===== config.mk =====
export PLATFORM = sky130hd
export DESIGN_NAME = gpio_sense_bank
export DESIGN_NICKNAME = d
export VERILOG_FILES = /design/src/rtl/gpio_sense_bank.sv
export SDC_FILE = /design/constraint.sdc
export NUM_CORES = 1
export LEC_CHECK = 0
export BUFFER_PORTS_ARGS = -buffer_cell sky130_fd_sc_hd__buf_2
export CORE_MARGIN = 1
export CORE_UTILIZATION = 25
export CTS_BUF_LIST = sky130_fd_sc_hd__clkbuf_8
export DETAILED_ROUTE_END_ITERATION = 12
export GPL_TIMING_DRIVEN = 1
export PLACE_DENSITY = 0.49
export SLEW_MARGIN = 0
export SYNTH_ARGS = -nofsm -noshare
export SYNTH_HDL_FRONTEND = slang
export SYNTH_SLANG_ARGS = --single-unit

===== constraint.sdc =====
create_clock -name clk -period 2.3 [get_ports clk]
set_clock_uncertainty 0.2 [all_clocks]
set_input_delay 0.46 -clock clk [delete_from_list [all_inputs] [get_ports clk]]
set_output_delay 0.46 -clock clk [all_outputs]
set_load 0.02 [all_outputs]

===== src/rtl/gpio_sense_bank.sv =====
module gpio_sense_bank #(
  parameter int NLINES = 32
) (
  input  logic              clk,
  input  logic              rst_n,
  input  logic              bus_valid,
  input  logic              bus_write,
  input  logic              bus_grp,
  input  logic [4:0]        bus_addr,
  input  logic [NLINES-1:0] bus_wdata,
  output logic [NLINES-1:0] bus_rdata,
  input  logic [NLINES-1:0] pin_in,
  output logic [NLINES-1:0] pin_out,
  output logic [NLINES-1:0] pin_oe,
  output logic              irq
);
  localparam logic [4:0] OFS_DATA = 5'h00, OFS_DIR = 5'h04;
  localparam logic [4:0] OFS_EN = 5'h00, OFS_T0 = 5'h04, OFS_T1 = 5'h08,
                         OFS_T2 = 5'h0c, OFS_ST = 5'h10;

  logic [NLINES-1:0] out_q, dir_q, en_q, t0_q, t1_q, t2_q, st_q;
  logic [NLINES-1:0] sy1_q, sy2_q, old_q;
  logic [NLINES-1:0] rise, fall, lvl_hit, edg_hit, hit, ack;
  logic              wr;

  assign wr = bus_valid & bus_write;

  always_ff @(posedge clk or negedge rst_n) begin
    if (!rst_n) begin
      sy1_q <= '0;
      sy2_q <= '0;
      old_q <= '0;
    end else begin
      sy1_q <= pin_in;
      sy2_q <= sy1_q;
      old_q <= sy2_q;
    end
  end

  assign rise    = sy2_q & ~old_q;
  assign fall    = ~sy2_q & old_q;
  assign lvl_hit = (t0_q & sy2_q) | (~t0_q & ~sy2_q);
  assign edg_hit = (t2_q & (rise | fall)) |
                   (~t2_q & ((t0_q & rise) | (~t0_q & fall)));
  assign hit     = (t1_q & lvl_hit) | (~t1_q & edg_hit);
  assign ack     = (wr && bus_grp && bus_addr == OFS_ST) ? bus_wdata : '0;

  always_ff @(posedge clk or negedge rst_n) begin
    if (!rst_n) begin
      out_q <= '0;
      dir_q <= '0;
      en_q  <= '0;
      t0_q  <= '0;
      t1_q  <= '0;
      t2_q  <= '0;
    end else if (wr) begin
      if (!bus_grp) begin
        if (bus_addr == OFS_DATA) out_q <= bus_wdata;
        if (bus_addr == OFS_DIR)  dir_q <= bus_wdata;
      end else begin
        if (bus_addr == OFS_EN) en_q <= bus_wdata;
        if (bus_addr == OFS_T0) t0_q <= bus_wdata;
        if (bus_addr == OFS_T1) t1_q <= bus_wdata;
        if (bus_addr == OFS_T2) t2_q <= bus_wdata;
      end
    end
  end

  always_ff @(posedge clk or negedge rst_n) begin
    if (!rst_n) st_q <= '0;
    else        st_q <= (st_q & ~ack) | (hit & en_q);
  end

  always_comb begin
    bus_rdata = '0;
    if (!bus_grp) begin
      case (bus_addr)
        OFS_DATA: bus_rdata = (dir_q & out_q) | (~dir_q & sy2_q);
        OFS_DIR:  bus_rdata = dir_q;
        default:  bus_rdata = '0;
      endcase
    end else begin
      case (bus_addr)
        OFS_EN:  bus_rdata = en_q;
        OFS_T0:  bus_rdata = t0_q;
        OFS_T1:  bus_rdata = t1_q;
        OFS_T2:  bus_rdata = t2_q;
        OFS_ST:  bus_rdata = st_q;
        default: bus_rdata = '0;
      endcase
    end
  end

  assign pin_out = out_q;
  assign pin_oe  = dir_q;
  assign irq     = |(st_q & en_q);

  AST_OE_HOLDS: assert property (@(posedge clk) disable iff (!rst_n)
    !(wr && !bus_grp && bus_addr == OFS_DIR) |=> $stable(pin_oe));
  AST_DISABLED_NO_SET: assert property (@(posedge clk) disable iff (!rst_n)
    1'b1 |=> ((st_q & ~$past(st_q) & ~$past(en_q)) == '0));
  AST_ACK_CLEARS: assert property (@(posedge clk) disable iff (!rst_n)
    ((ack & ~hit) != '0) |=> ((st_q & $past(ack & ~hit)) == '0));
  AST_EVENT_BEATS_ACK: assert property (@(posedge clk) disable iff (!rst_n)
    ((ack & hit & en_q) != '0) |=> ((st_q & $past(ack & hit & en_q)) == $past(ack & hit & en_q)));
  AST_NO_IRQ_ALL_MASKED: assert property (@(posedge clk) disable iff (!rst_n)
    (en_q == '0) |-> !irq);
endmodule


Word level (Yosys, flattened, before mapping)
Index checks and enable logic that the tools add are counted.

word-level totals
  register bits = 320
  bits of input ports = 74
  word-level logic and storage cells = 59

cells by class
  equality and inequality tests = 4
  muxes and demuxes = 4
  bitwise operators = 31
  reduce and logical (&&, ||, !) cells = 10

operators by type and width
  kind                number
  $and 32x32->32      15
  $not 32->32         7
  $or 32x32->32       7
  $pmux 32 s5         1
  $mux 32             2
  $pmux 32 s2         1
  $reduce_or 32->1    1
  $reduce_and 3->1    6
  $eq 5x4->1 const B  2
  $eq 5x3->1 const B  1
  $eq 5x5->1 const B  1
  $logic_not 5->1     1
  $logic_and 1x1->1   2
  $and 1x1->1         1
  $not 1->1           1

Depth between registers and ports, before layout
Gate-level depths: netlist of run 1.

  depth in word-level cells = 10
  mapped depth = 6
  gate-level depth less buffers = 5

Least setup slack after synthesis of run 1
Ideal clock, no wire load.

  path kind = input-to-output
  start point = in bus_addr[4]
  end point = out bus_rdata[10]
  arrival = 1.814 ns
  setup slack = -0.174 ns
  stages on the path = 6
  cells stage by stage = buf_2 -> nor3_2 -> buf_2 -> clkbuf_1 -> a32oi_1 -> o221ai_1

on the way
  word-level cells in the longest chain between the ends = 3
  elaborated cells on any way between the ends = 8

ends and longest elaborated chain
  what                                               RTL line  RTL
  start, declared                                    9         input logic [4:0] bus_addr,
  $eq 5x5->1, or another cell as far along           83        case (bus_addr)
  $pmux 32 s5 / $pmux 32 s2 (equally long branches)  83, 77
  $mux 32 *                                          76        if (!bus_grp) begin
  end, declared                                      11        output logic [NLINES-1:0] bus_rdata,

Every way passes the cells marked *; elsewhere a longest branch is shown, timed or not.

Final worst setup path of run 1
  start point = reg st_q[30]
  end point = out irq

on the way
  word-level cells in the longest chain between the ends = 2

ends and longest elaborated chain
  what                    RTL line  RTL
  start, declared         21        logic [NLINES-1:0] out_q, dir_q, en_q, t0_q, t1_q, t2_q, st_q;
  start signal, assigned  71        else st_q <= (st_q & ~ack) | (hit & en_q);
  $and 32x32->32          96        assign irq = |(st_q & en_q);
  $reduce_or 32->1        96
  end, declared           15        output logic irq

No other way between the ends.

==> results of run 1 <==
## cell usage in the layout, fill, tap and decap left out, types with 2 or more instances in the layout
cell type / count
inv_1: 117
nor3b_1: 32
buf_2: 137
clkinv_2: 3
mux2i_1: 32
nand3_1: 32
nand4_1: 6
buf_12: 28
a32oi_4: 3
xnor2_1: 32
bufinv_16: 2
a32oi_2: 29
a211oi_1: 32
o221ai_2: 32
buf_6: 36
nand3b_1: 32
o211ai_1: 64
clkbuf_8: 86
dfrtp_2: 10
mux2_1: 65
dfrtp_1: 310
mux2_4: 21
mux2_2: 138
o21a_1: 32
nor2b_1: 32
ha_1: 64
nand3_2: 3
nand2_1: 33
a22oi_1: 15
buf_4: 101
dlygate4sd3_1: 65
o31ai_1: 32
nor2_1: 2
## cell usage after synthesis
cell      number
a211oi_1      32
a22oi_1       16
a32oi_1       32
and3_1         2
and3b_1        1
buf_1          6
buf_2         20
buf_4          4
clkbuf_1      36
dfrtp_1      320
ha_1          64
inv_1         96
mux2_1        65
mux2_2       159
mux2i_1       32
nand2_1       34
nand3_1       35
nand3b_1      32
nand4_1        6
nor2_1         2
nor2_2         1
nor2b_1       33
nor3_2         1
nor3b_1       32
nor4_2         1
nor4b_4        1
nor4bb_1       1
o211ai_1      64
o21a_1        32
o21ai_0        1
o221ai_1      32
o31ai_1       32
or4_1          2
xnor2_1       32
## power breakdown
| part | internal [mW] | leakage (nW) | switching, mW | total [mW] |
|---|---|---|---|---|
| Clock | 3.53 | 0.770 | 2.63 | 6.16 |
| Combinational | 1.04 | 5.23 | 1.02 | 2.05 |
| Sequential | 6.05 | 4.01 | 0.436 | 6.49 |
## final cells by class
type,count,area share (%)
tap,837,4.885
antenna,1,0.01167
inverter,96,1.681
timing repair buffer,369,14.46
multi-input combinational,777,35.31
clock buffer,86,5.521
clock inverter,26,0.7179
sequential,320,37.41
## per-layer routing
metal	part of all wire, %	global-route usage, %	wire, microns	up-vias
met5	0	0	0	-
met4	2.3	5.576	1117	0
met3	3.7	2.868	1815	73
li1	-	-	-	5398
met2	48	26.11	23790	211
met1	46	20.75	22920	5960
## cells by family (layout without fill, tap and decap cells)
kind of cell / count (synthesis) / count (layout)
adder cells (fa/ha/maj): 64 / 64
AO/OA/AOI/OAI: 241 / 241
buffers and inverters: 162 / 577
AND/OR/NAND/NOR: 184 / 184
other: 0 / 1
multiplexers: 256 / 256
flip-flops: 320 / 320
XOR/XNOR: 32 / 32
## registers in the layout, indices dropped and copies added, names as in the netlist
name     cells
en_q        32
old_q       32
pin_oe      32
pin_out     32
st_q        32
sy1_q       32
sy2_q       32
t0_q        32
t1_q        32
t2_q        32
## through the flow
| step | std cells | util [%] | instance area, sq um | hold WS, ns | setup slack (ns) |
|---|---|---|---|---|---|
| after floorplan | 1259 | - | 15800 | -0.03559 | -0.0008598 |
| after global placement | 2312 | 30.25 | 18670 | 0.1345 | -0.2858 |
| after detailed placement | 2312 | 30.25 | 18670 | 0.1347 | -0.2931 |
| after CTS | 2498 | 34.36 | 21200 | 0.1270 | -0.7714 |
| after global routing | 2512 | 34.74 | 21440 | 0.1442 | -0.7887 |
| final | 2512 | 34.74 | 21440 | 0.1412 | -0.6785 |
## worst max path at each step
stage	end	slack, ns	startpoint
after floorplan	bus_rdata[10]	-0.0009	bus_addr[4]
after global placement	bus_rdata[31]	-0.29	bus_addr[4]
after detailed placement	bus_rdata[31]	-0.29	bus_addr[4]
after CTS	irq	-0.77	st_q[30]
after global routing	irq	-0.79	st_q[30]
final	irq	-0.68	st_q[30]
## timing repair
item / CTS / global route
setup buffers: 12 / 16
pin swaps: 49 / 32
hold buffers: 65 / 0
cloned: 0 / 1
endpoints found under the setup margin: 33 / 33
gates resized for setup: 109 / 32
endpoints found under the hold margin: 486 / 0
==> metrics, run 1 <==
leak pwr=10.01 nW; Worst-path clk slew=0.06 ns; post-route setup slack=-0.6785 ns; R2R Path End=st_q[25]; fin. max-slew vios=0; area occupied by registers=0.008020 sq mm; CP max FO=2; Yosys reg bits=320; GR Util All Layers=15.83%; reg2reg path depth=5; post-synth cell types=34; Worst path top cell family by delay=simple AND/OR/NAND/NOR gates; GRT overflow=0; proportion of synthesized area in mux cells=18.22%; Critical Path Source Type=flip-flop; Rows=91; WHS Endpoint=sy2_q[17]; top post-synthesis cells by area=dfrtp_1 (51%), mux2_2 (11%), ha_1 (5.1%); RSZ-0062 raised after global routing=yes; Synth Area in Simple Gates=7.267%; share of cells above drive strength 1=38.41%; Clock Tree Buf Depth=3; initial core utilization=25.28%; Core Area=0.06171 sq mm; fin crit share=129.5%; reg-to-reg startpoint=sy2_q[25]; PortBufs=170; cell mode on critical path=buf_4; Hold Violations, Final=0; Synth Instances=1259; num ports=171; cell breakdown of the critical path=a22oi_2, buf_4, nand4_1, buf_4, or4_4, buf_6; Final setup viols=33; Synth Warn #=0; crit path DAT=2.32 ns; Max-slew headroom=66.20%; Reg2Reg Setup Slack=0.75 ns; drt pass-1 iters=4; DIE AREA=0.06340 sq mm; Num CTS Buffers=67; initial antenna violation count=1; actual slew at the worst max-slew pin=0.5070 ns; Worst EP required=1.64 ns; Post-Synth Adder-Cell Area=5.133%; Routed WL=49640 microns; number of nets in the layout=1769; Worst path depth=6; post-synthesis compound-gate area fraction=12.09%; first-pass GRT wire length=76020 microns; Die W=251.8 microns; H-tree levels=3; clock net sink count=320; synthesized area per cell=12.39 sq um; largest net degree at the start of global routing=53; Hold Path Class=flip-flop to flip-flop; Total Power=14.71 mW; failing checks=negative setup slack; post-synth top area share=51.33%; Power Density=686.0 mW/mm^2; Max Freq=335.7 MHz; Seq/Total Area, Yosys=51.33%; CTS tree=yes; clock latency on the worst-skew pair=0.62 ns; post-layout min period=2.979 ns; max_cap viols=0; CP Buf/Inv Count=3; slowest CP cell=or4_4; vias=11642; Multi-input gate area=0.007570 sq mm; largest family of logic cells by synthesized area=multiplexers; Fillers=6164; Layout area overhead=37.42%; vias per cell=4.635; Hold Crit Depth=0; min-delay src=sy1_q[17]; Post-Syn Area=0.01560 sq mm; XOR/XNOR share of the synthesized area=1.797%; status=finished with violations; post-DP HPWL=33600 microns; root buf cell=clkbuf_8; total negative setup slack=-9.301 ns; drt drc=0; Avg WL per Cell=19.76 microns; Worst Path Class, Setup=flip-flop to output pin; GP Congestion=0.7780; Setup crit end kind=output pin; number of global-route vias before repair=12502; remaining antenna violation count=0; syn nets=1397; Peak VDD IR=0.2951 mV; area leader, netlist=dfrtp_1; crit-path max cell delay=0.47 ns; Die Y-Extent=251.8 microns; Iter 0 DRT Violations=425
Note: power is estimated with default switching activity, not from simulation.
==> run 2, diff against run 1 <==
==> constraint.sdc (replaced) <==
create_clock -name clk -period 2.3 [get_ports clk]
set_clock_uncertainty 0.2 [all_clocks]
set_input_delay 0.115 -clock clk [delete_from_list [all_inputs] [get_ports clk]]
set_output_delay 0.115 -clock clk [all_outputs]
set_load 0.02 [all_outputs]
==> run 2 against run 1 <==
  * The flow still finishes with violations (negative setup slack)
  * Count of clock-buffer cells in the layout fell by 3
  * Design area fell by 1.6%
  * First-iteration DRC count rose by 33%
  * Largest power group unchanged
  * Routed wire length rose by 0.61%
  * Critical path depth fell by 2
  * Via count rose by 0.70%
  * Die area did not move
  * Clock power fell by 2%
==> metrics, run 2 (synthesis gave the netlist of run 1 again) <==
number of global-route vias before repair=12155; GRT overflow=0; PortBufs=170; initial core utilization=25.28%; GP Congestion=0.7968; Max Freq=386.5 MHz; GR Util All Layers=15.84%; Hold Path Class=input pin to flip-flop; max_cap viols=0; actual slew at the worst max-slew pin=0.6164 ns; Critical Path Source Type=flip-flop; vias per cell=4.718; global route hottest layer=met2; met2 usage=25.67%; Routed WL=49940 microns; crit path DAT=2.27 ns; H-tree levels=2; post-route setup slack=-0.2873 ns; Die W=251.8 microns; num ports=171; Core Area=0.06171 sq mm; post-DP HPWL=33560 microns; Avg WL per Cell=20.10 microns; fin crit share=112.5%; reg-to-reg startpoint=sy2_q[21]; met3 GRT Util=2.889%; number of nets in the layout=1734; RSZ-0062 raised after global routing=yes; drt pass-1 iters=5; Num CTS Buffers=60; Peak VDD IR=0.3818 mV; post-layout min period=2.587 ns; share of cells above drive strength 1=35.66%; root buf cell=clkbuf_8; Iter 0 DRT Violations=564; most common cell after layout, fill and taps aside=dfrtp_1; Worst Path Class, Setup=flip-flop to output pin; Worst EP required=1.99 ns; Layout area overhead=35.29%; Die Y-Extent=251.8 microns; Hold Violations, Final=0; vias=11723; min-delay src=bus_addr[1]; initial antenna violation count=4; Rows=91; Max-slew headroom=58.91%; failing checks=negative setup slack; Setup crit end kind=output pin; Worst-path clk slew=0.06 ns; CP max FO=3; drt drc=0; most frequent cells in the layout=dfrtp_1 (311), mux2_2 (152), buf_2 (151); Fillers=6225; remaining antenna violation count=0; launch point of the critical path=en_q[16]; M1 GR Usage=21.41%; CTS tree=yes; total negative setup slack=-0.3035 ns; DIE AREA=0.06340 sq mm; status=finished with violations; clock net sink count=320; first-pass GRT wire length=76450 microns; leak pwr=9.623 nW; Power Density=686.5 mW/mm^2; largest net degree at the start of global routing=100; post-route cell area=0.02111 sq mm; Total Power=14.49 mW; hold slack=0.06740 ns; fin. max-slew vios=0; placed inst area=0.01791 sq mm; Clock Tree Buf Depth=3; clock latency on the worst-skew pair=0.66 ns; Final setup viols=3
## run 2: cell count changes in the layout (fill, tap and decap cells not counted), moves of 8 or more
cell           before  now
a32oi_2            29   20
buf_2             137  151
a22oi_2             1   10
dlygate4sd3_1      65  106
mux2_2            138  152
buf_6              36   12
a22oi_1            15    6
inv_1             117  103
mux2_4             21    7
buf_4             101   51
buf_12             28   20
clkinv_2            3   15
## run 2: final timing paths
kind,slack (ns),cells after the start,endpoint
min in group asynchronous,0.39,4,sy2_q[28]
hold reg to reg,0.15,0,sy2_q[11]
setup / recovery,-0.29,4,irq
max in group asynchronous,0.82,5,sy2_q[5]
hold / removal,0.07,5,st_q[2]
setup reg to reg,0.68,5,st_q[21]
## run 2: layout make-up
class	instances	area, sq um	area share, %
sequential	320	8019	38.00
multi-input combinational	777	7581	35.92
timing repair buffer	341	2750	13.03
clock buffer	83	1142	5.413
tap	837	1047	4.962
inverter	96	360.3	1.707
clock inverter	29	200.2	0.9485
antenna	2	5.005	0.02371
## run 2: critical path, stage by stage (launching register included)
cell and delay (ns):
dfrtp_1 0.40, a22oi_2 0.31, nand4_1 0.14, or4_4 0.61, buf_6 0.16
## run 2: report_power, final
group          switching, mW  internal (mW)  total [mW]
registers              0.453           6.05        6.50
logic                   1.01          0.927        1.93
clock network           2.61           3.44        6.05
## run 2: stage by stage
| step | std cells | util [%] | worst slack (ns) |
|---|---|---|---|
| 2_1_floorplan | 1259 | - | 0.5160 |
| 3_3_place_gp | 2251 | 29.02 | 0.06440 |
| 3_5_place_dp | 2251 | 29.02 | 0.02557 |
| 4_1_cts | 2480 | 33.83 | -0.3154 |
| 5_1_grt | 2484 | 34.20 | -0.3934 |
| 6_report | 2485 | 34.20 | -0.2873 |
## run 2: per-layer routing
layer | wire [microns] | up-vias
met5 | 13 | -
met4 | 1131 | 2
met3 | 2060 | 84
met2 | 23630 | 244
met1 | 23100 | 6050
li1 | - | 5343
## run 2: timing repair
action	CTS	global route
endpoints found under the setup margin	28	40
hold buffers	108	0
hold endpoints to repair	576	0
resized for setup	79	42
setup buffers	9	5
pin swaps	24	22
==> run 3, diff against run 2 <==
--- a/config.mk
+++ b/config.mk
@@ -5,11 +5,12 @@
 export SDC_FILE = /design/constraint.sdc
 export NUM_CORES = 1
 export LEC_CHECK = 0
-export BUFFER_PORTS_ARGS = -buffer_cell sky130_fd_sc_hd__buf_2
+export BUFFER_PORTS_ARGS = -buffer_cell sky130_fd_sc_hd__buf_4
 export CORE_MARGIN = 1
 export CORE_UTILIZATION = 25
 export CTS_BUF_LIST = sky130_fd_sc_hd__clkbuf_8
 export DETAILED_ROUTE_END_ITERATION = 12
+export GPL_ROUTABILITY_DRIVEN = 0
 export GPL_TIMING_DRIVEN = 1
 export PLACE_DENSITY = 0.49
 export SLEW_MARGIN = 0
==> run 3 against run 2 <==
  * The run still ends with negative setup slack left
  * Count of clock-buffer cells in the layout shrank 6
  * Worst setup slack worse by 0.020 ns
  * Maximum frequency is 0.76% lower
  * Cell count is 0.24% higher
  * Largest cell class unchanged
==> metrics, run 3 (synthesis gave the netlist of run 1 again) <==
Worst EP required=1.99 ns; Worst Path Class, Setup=flip-flop to output pin; Final setup viols=6; drt pass-1 iters=4; largest net degree at the start of global routing=53; remaining antenna violation count=0; Core Area=0.06171 sq mm; hold slack=0.08023 ns; Layout area overhead=37.42%; Setup crit end kind=output pin; Reg2Reg Setup Slack=0.58 ns; vias=11702; Num CTS Buffers=59; PortBufs=170; Power Density=666.6 mW/mm^2; Fillers=6196; Total Power=14.29 mW; RSZ-0062 raised after global routing=yes; Die W=251.8 microns; failing checks=negative setup slack; Routed WL=49690 microns; initial core utilization=25.28%; most common cell after layout, fill and taps aside=dfrtp_1; H-tree levels=2; share of the core filled with cells=34.74%; GR Util All Layers=15.74%; number of nets in the layout=1745; vias per cell=4.698; CTS tree=yes; status=finished with violations; Rows=91; Hold Violations, Final=0; Max-slew headroom=65.82%; fin. max-slew vios=0; Die Y-Extent=251.8 microns; initial antenna violation count=4; number of global-route vias before repair=12342; post-DP HPWL=32780 microns; reg2reg path depth=5; drt drc=0; root buf cell=clkbuf_8; Avg WL per Cell=19.95 microns; Peak VDD IR=0.3692 mV; most frequent cells in the layout=dfrtp_1 (303), buf_4 (214), mux2_2 (153); Iter 0 DRT Violations=546; Hold Crit Depth=3; leak pwr=9.748 nW; GRT overflow=0; Max Freq=383.6 MHz; Critical Path Source Type=flip-flop; CP max FO=2; num ports=171; post-route cell area=0.02144 sq mm; post-layout min period=2.607 ns; clock latency on the worst-skew pair=0.67 ns; share of cells above drive strength 1=35.93%; clock net sink count=320; actual slew at the worst max-slew pin=0.5127 ns; Worst-path clk slew=0.06 ns; Clock Tree Buf Depth=3; post-route setup slack=-0.3071 ns; Hold Path Class=input pin to flip-flop; max_cap viols=0; first-pass GRT wire length=76050 microns; placed inst area=0.01842 sq mm; DIE AREA=0.06340 sq mm; crit path DAT=2.29 ns; fin crit share=113.4%
-- run 3: cell type report --
cell class	count	area (sq um)	share of cell area, %
Clock inverter	30	196.4	0.9164
Tap cell	837	1047	4.885
Timing Repair Buffer	353	3241	15.12
Multi-Input combinational cell	777	7501	34.99
Sequential cell	320	8029	37.45
Inverter	96	360.3	1.681
Clock buffer	77	1060	4.944
Antenna cell	1	2.502	0.01167
-- run 3: final timing paths --
path,endpoint,start
setup / recovery,irq,en_q[30]
hold / removal,t0_q[5],bus_wdata[5]
setup reg to reg,st_q[25],sy2_q[25]
hold reg to reg,sy2_q[6],sy1_q[6]
max in group asynchronous,t1_q[30],rst_n
min in group asynchronous,sy2_q[25],rst_n
-- run 3: per-layer routing --
metal,track usage (%),vias up,wire length (microns)
met4,4.710,4,1065
met2,25.67,234,23540
met1,21.02,6008,22880
li1,-,5367,-
met5,0,-,23
met3,3.085,89,2185
-- run 3: report_power, final --
group	switching (mW)	internal [mW]
Clock	2.55	3.22
Combinational	0.991	1.02
Sequential	0.449	6.05
-- run 3: what timing repair did --
action,in CTS,in global routing
gates resized for setup,66,35
setup endpoints to repair,29,31
pin swaps,26,18
hold buffers,109,0
buffers inserted,9,6
endpoints found under the hold margin,576,0
-- run 3: worst max-delay path, cell delays in order (launching register included) --
cell and delay [ns]:
dfrtp_1 0.40, a22oi_2 0.20, buf_4 0.14, nand4_1 0.14
or4_4 0.60, buf_6 0.16
-- run 3: through the flow --
stage / TNS [ns] / setup slack (ns) / instances
global route: -1.417 / -0.4004 / 2491
floorplan: 0 / 0.5160 / 1259
finish: -0.4405 / -0.3071 / 2491
global placement: 0 / 0.1104 / 2260
CTS: -0.9456 / -0.3965 / 2485
detailed placement: 0 / 0.1304 / 2260
